**src/rtl/vline_irq_gen.sv**
```systemverilog
module vline_irq_gen #(
  parameter int LINE_W = 12
) (
  input  logic              clk,
  input  logic              rst_n,
  input  logic              wr_en,
  input  logic [31:0]       wr_data,
  output logic [31:0]       rd_data,
  input  logic              field_sel,
  input  logic [LINE_W-1:0] line_cnt,
  input  logic              eol,
  output logic              irq
);
  localparam int          F2_LO = 16;
  localparam logic [31:0] MASK  = {1'b1, {(15-LINE_W){1'b0}}, {LINE_W{1'b1}},
                                   1'b1, {(15-LINE_W){1'b0}}, {LINE_W{1'b1}}};

  logic [31:0]       cfg_q;
  logic              sel_en;
  logic [LINE_W-1:0] sel_tgt;

  always_ff @(posedge clk) begin
    if (!rst_n)     cfg_q <= '0;
    else if (wr_en) cfg_q <= wr_data & MASK;
  end

  assign rd_data = cfg_q;
  assign sel_en  = field_sel ? cfg_q[31] : cfg_q[15];
  assign sel_tgt = field_sel ? cfg_q[F2_LO +: LINE_W] : cfg_q[LINE_W-1:0];

  always_ff @(posedge clk) begin
    if (!rst_n) irq <= 1'b0;
    else        irq <= eol && sel_en && (line_cnt == sel_tgt);
  end

  assert_write_fields_R1: assert property (@(posedge clk) disable iff (!rst_n)
    wr_en |=> (rd_data[31] == $past(wr_data[31])) && (rd_data[15] == $past(wr_data[15])));

  assert_rsvd_clear_R2: assert property (@(posedge clk) disable iff (!rst_n)
    wr_en |=> (rd_data[30:28] == 3'b000) && (rd_data[14:12] == 3'b000));

  assert_irq_after_eol_R6: assert property (@(posedge clk) disable iff (!rst_n)
    irq |-> $past(eol));

  assert_irq_enabled_R5: assert property (@(posedge clk) disable iff (!rst_n)
    irq |-> ($past(field_sel) ? $past(rd_data[31]) : $past(rd_data[15])));

  assert_irq_match_R4: assert property (@(posedge clk) disable iff (!rst_n)
    irq |-> ($past(line_cnt) == ($past(field_sel) ? $past(rd_data[27:16]) : $past(rd_data[11:0]))));

  assert_irq_pulse_R6: assert property (@(posedge clk) disable iff (!rst_n)
    (irq && !$past(eol, 1) ) |-> 1'b0);
endmodule

```
**config.mk**
```make
export PLATFORM = sky130hd
export DESIGN_NAME = vline_irq_gen
export DESIGN_NICKNAME = d
export VERILOG_FILES = /design/src/rtl/vline_irq_gen.sv
export SDC_FILE = /design/constraint.sdc
export NUM_CORES = 1
export LEC_CHECK = 0
export ABC_AREA = 1
export BUFFER_PORTS_ARGS = -buffer_cell sky130_fd_sc_hd__buf_2
export CORE_ASPECT_RATIO = 1.5
export CORE_MARGIN = 5
export CORE_UTILIZATION = 45
export CTS_BUF_LIST = sky130_fd_sc_hd__clkbuf_8
export CTS_CLUSTER_DIAMETER = 120
export DETAILED_ROUTE_END_ITERATION = 8
export PLACE_DENSITY = 0.82
export SLEW_MARGIN = 40
export SYNTH_ARGS = -nofsm -noshare
export SYNTH_HDL_FRONTEND = slang
export SYNTH_SLANG_ARGS = --single-unit
export TNS_END_PERCENT = 100
```
**constraint.sdc**
```tcl
create_clock -name clk -period 1.1 [get_ports clk]
set_input_delay 0.11 -clock clk [delete_from_list [all_inputs] [get_ports clk]]
set_output_delay 0.11 -clock clk [all_outputs]
set_load 0.1 [all_outputs]
```
==> impl.org <==
** Final layout
- Most frequent standard cell in the layout excluding fill and tap cells :: sky130_fd_sc_hd__nand2_1
- Ant diodes :: 0
- In the final layout, the share of cells above drive strength 1 is a little under half.
- Post-route non-filler standard cell count :: roughly 330
- At the end of the flow, the number of nets in the layout was 342.
- In the layout the commonest cells are 45 x sky130_fd_sc_hd__nand2_1, 43 x sky130_fd_sc_hd__nor2_1, 42 x sky130_fd_sc_hd__buf_2, 27 x sky130_fd_sc_hd__o21ai_0, 27 x sky130_fd_sc_hd__buf_12.
- Layout area overhead :: 71.51%

** Floorplan
- DIE HEIGHT :: a little under 80 um
- The core region is roughly 0.0029 sq mm.
- Width of the die :: approximately 55 um
- DIE AREA :: 0.004317 sq mm
- After floorplanning, the core was divided into 24 placement rows.
- The initial utilization of the core area, before any placement, comes to 47.15%.
- 82 I/O pins were placed.

** Critical path
- Required time of the worst setup path :: slightly below 1 ns
- RR Endpoint :: irq
- Data arrives at the worst endpoint at between 0.9 and 1 ns.
- CP Class :: flip-flop to output pin
- Depth of the most critical reg-to-reg path :: 6
- Kind of start point of the critical path :: flip-flop
- Worst reg2reg path startpoint :: rd_data[4]
- STA classifies the critical path endpoint as an output pin.
- Crit path max fanout :: 3
- Worst-case register-to-register setup slack :: ~0.080 ns

** Synthesis
- Main combinational cell family by area after synthesis :: simple AND/OR/NAND/NOR gates
- Yosys mapped the design onto 17 distinct sky130hd cell types.
- Synthesis produced 215 cells.
- Sequential cell area fraction in the yosys report :: about two fifths
- Largest cells by area after synthesis :: sky130_fd_sc_hd__dfxtp_1 39%, sky130_fd_sc_hd__nand2_1 14%, sky130_fd_sc_hd__nor2_1 12%, sky130_fd_sc_hd__o21ai_0 10%, sky130_fd_sc_hd__inv_1 4.9%
- Multiplexer fraction of the synthesized cell area :: 0%
- Summing the areas of all fa, ha and maj instances in the mapped netlist gives 0% of the synthesized area.
- XOR/XNOR Fraction of Synth Area :: less than 1%
- The synthesized netlist devotes approximately 33% of its cell area to simple gates.
- Largest area contributor in the synthesized netlist :: sky130_fd_sc_hd__dfxtp_1
- During synthesis, Yosys emitted a total of 0 warnings.
- Summed over its instances, the top area cell type makes up around two fifths of the synthesized netlist area.
- After synthesis the netlist holds a flip-flop and latch count of 27.
- Post-synthesis compound-gate area fraction :: a little over an eighth
- After synthesis the cells add up to approximately 0.0014 sq mm.
- Averaged over all synthesized cells, the footprint is approximately 6.5 sq um.

** Placement
- In this run the tool buffered the top-level ports with 69 buffer cells.
- After detailed placement, the design holds a cell count of approximately 320.
- Setup Slack @ Placement :: between 0.01 and 0.015 ns
- Routability-driven placement finished with a final weighted congestion of slightly above 0.8.
- Post-detail-place hpwl :: 3372 um

** STA
- Peak clock frequency supported by timing :: 955.4 MHz
- Final Slew Violations :: 0
- PnR worst setup slack :: 0.05335 ns
- Post-route fraction of the period consumed by the critical path :: between 90% and 100%
- Final hold violation count :: 0
- Clk_skew :: approximately 0.005 ns
- RSZ-0062 raised after global routing :: yes
- Setup-failing EPs final :: 0
- Final critical delay including setup and external delays :: 1.047 ns

** Power
- Internal Power :: 1.711 mW
- Of the total power, the share spent switching nets is just over 40%.
- For this design the ratio of total power to cell area is approximately 1200 mW/mm^2.
- Per report_power, the clock group accounts for between 10% and 20% of the total.
- Summed over all nets, the switching power comes to between 1 and 1.5 mW.
- Total leakage power :: roughly 1.2 nW
- Sequential group share of total power :: between 30% and 40%
- Of the total power, combinational logic draws 43.2%.
- Worst vdd ir :: around 1 mV

** Worst hold path
- Along the worst hold path, the cell count comes to 3.
- For hold timing, the worst endpoint is rd_data[3].
- The path class of the tightest hold or removal check is input pin to flip-flop.
- The worst hold path begins at wr_data[3].

** Clock tree
- Counting the buffers created by CTS gives 3.
- Num Clock Sinks :: 27
- The longest clock path from root to sink contains 2 buffers.
- The number of hold buffers added after CTS was 0.
- After clock tree synthesis, the clock-pin slew on the worst setup and hold paths is ~0.090 ns.
- Total number of H-tree levels :: 1
- The cell sitting at the root of the clock tree is a sky130_fd_sc_hd__clkbuf_8.
- CTS tree :: built
- At the later pin of the worst-skew pair, clock insertion delay measures 0.27 ns.

** Global route
- The first global-routing pass estimated about 7100 um of wire.
- Summed over all layers, the global routing overflow is 0.
- Initial antenna violation count :: 0
- Entering global routing, the biggest net connects 18 pins.
- Tot GR Track Use :: around 20%
- Number of global-route vias before repair :: 1646

** Job
- # Max-Cap Violations :: 0

** Detailed routing
- Via count :: roughly 1600
- In the final routed layout, each cell accounts on average for roughly 13 um.
- The first TritonRoute pass finished after 4 iterations.
- DRC errors left :: 0
- Total wire length :: about 4300 um
- Vias/cell :: between 4 and 5
- Number of nets with antenna violations after routing :: 0
- In this run, the number of DRC markers left after iteration 0 of detailed routing was 40.

** Outcome
- The flow ran to the end, and the final reports show no timing, DRC or antenna violations.
==> timing repair <==
action                                  in CTS  in global routing
resized for setup                            0                 10
endpoints found under the setup margin       0                  1
buffers inserted                             0                  8
==> stage by stage <==
step / hold WS [ns] / util [%] / setup TNS [ns] / power [mW] / cell area, sq um
3_5_place_dp: 0.3351 / 76.36 / 0 / 2.337 / 2247
4_1_cts: 0.05389 / 77.89 / 0 / 2.886 / 2292
6_report: 0.05732 / 80.87 / 0 / 2.904 / 2380
2_1_floorplan: 0.2384 / - / 0 / 1.910 / 1508
5_1_grt: 0.06198 / 80.87 / -0.02314 / 3.039 / 2380
3_3_place_gp: 0.3306 / 76.36 / 0 / 2.315 / 2247
==> synthesized netlist by cell type, drive strengths merged <==
library cell	instances
nand2	56
nor2	44
o21ai	28
dfxtp	27
inv	19
buf	12
nand3	12
a21oi	9
clkbuf	4
nand3b	2
conb	1
xor2	1
==> logic make-up (layout without fill, tap and decap cells) <==
family / Yosys count / after routing
buffers and inverters: 35 / 107
AND/OR/NAND/NOR: 114 / 114
other: 1 / 6
AO/OA/AOI/OAI: 37 / 37
flip-flops: 27 / 27
XOR/XNOR: 1 / 1
==> worst max path at each step <==
stage                      startpoint          end  cells after the start
final                     rd_data[22]  rd_data[22]                      2
after global routing      rd_data[25]          irq                      9
after CTS                 rd_data[25]          irq                      9
after detailed placement    field_sel          irq                     10
after global placement      field_sel          irq                     10
after floorplan           rd_data[25]          irq                      8
==> worst max-delay path, stage by stage (launching register included) <==
cell,delay [ns]
sky130_fd_sc_hd__dfxtp_4,0.37
sky130_fd_sc_hd__buf_4,0.14
sky130_fd_sc_hd__buf_12,0.16
==> power groups by stage <==
| stage | clock (mW) | sequential, mW | combinational, mW |
|---|---|---|---|
| 6_report | 0.544 | 1.10 | 1.26 |
| 5_1_grt | 0.599 | 1.11 | 1.33 |
| 4_1_cts | 0.568 | 1.11 | 1.20 |
| 3_5_place_dp | 0 | 1.14 | 1.20 |
| 3_3_place_gp | 0 | 1.13 | 1.18 |
| 2_1_floorplan | 0 | 1.57 | 0.336 |
==> routing by layer <==
metal	global-route usage [%]	up-vias	routed length, um
met3	3.284	8	209
li1	-	816	-
met4	8.516	0	118
met2	39.45	51	2451
met5	0	-	0
met1	20.18	736	1535
==> state kept, by name, indices dropped and copies added (netlist names) <==
register and flops:
irq 1, rd_data 26
==> cell type report <==
cell class | count | area [sq um]
Timing Repair Buffer | 84 | 863.3
Multi-Input combinational cell | 158 | 710.7
Tap cell | 39 | 48.80
Inverter | 19 | 73.82
Clock buffer | 3 | 41.29
Fill cell | 212 | 563.0
Sequential cell | 27 | 638.1
Clock inverter | 1 | 3.754
Power figures use the tool's default switching activity.
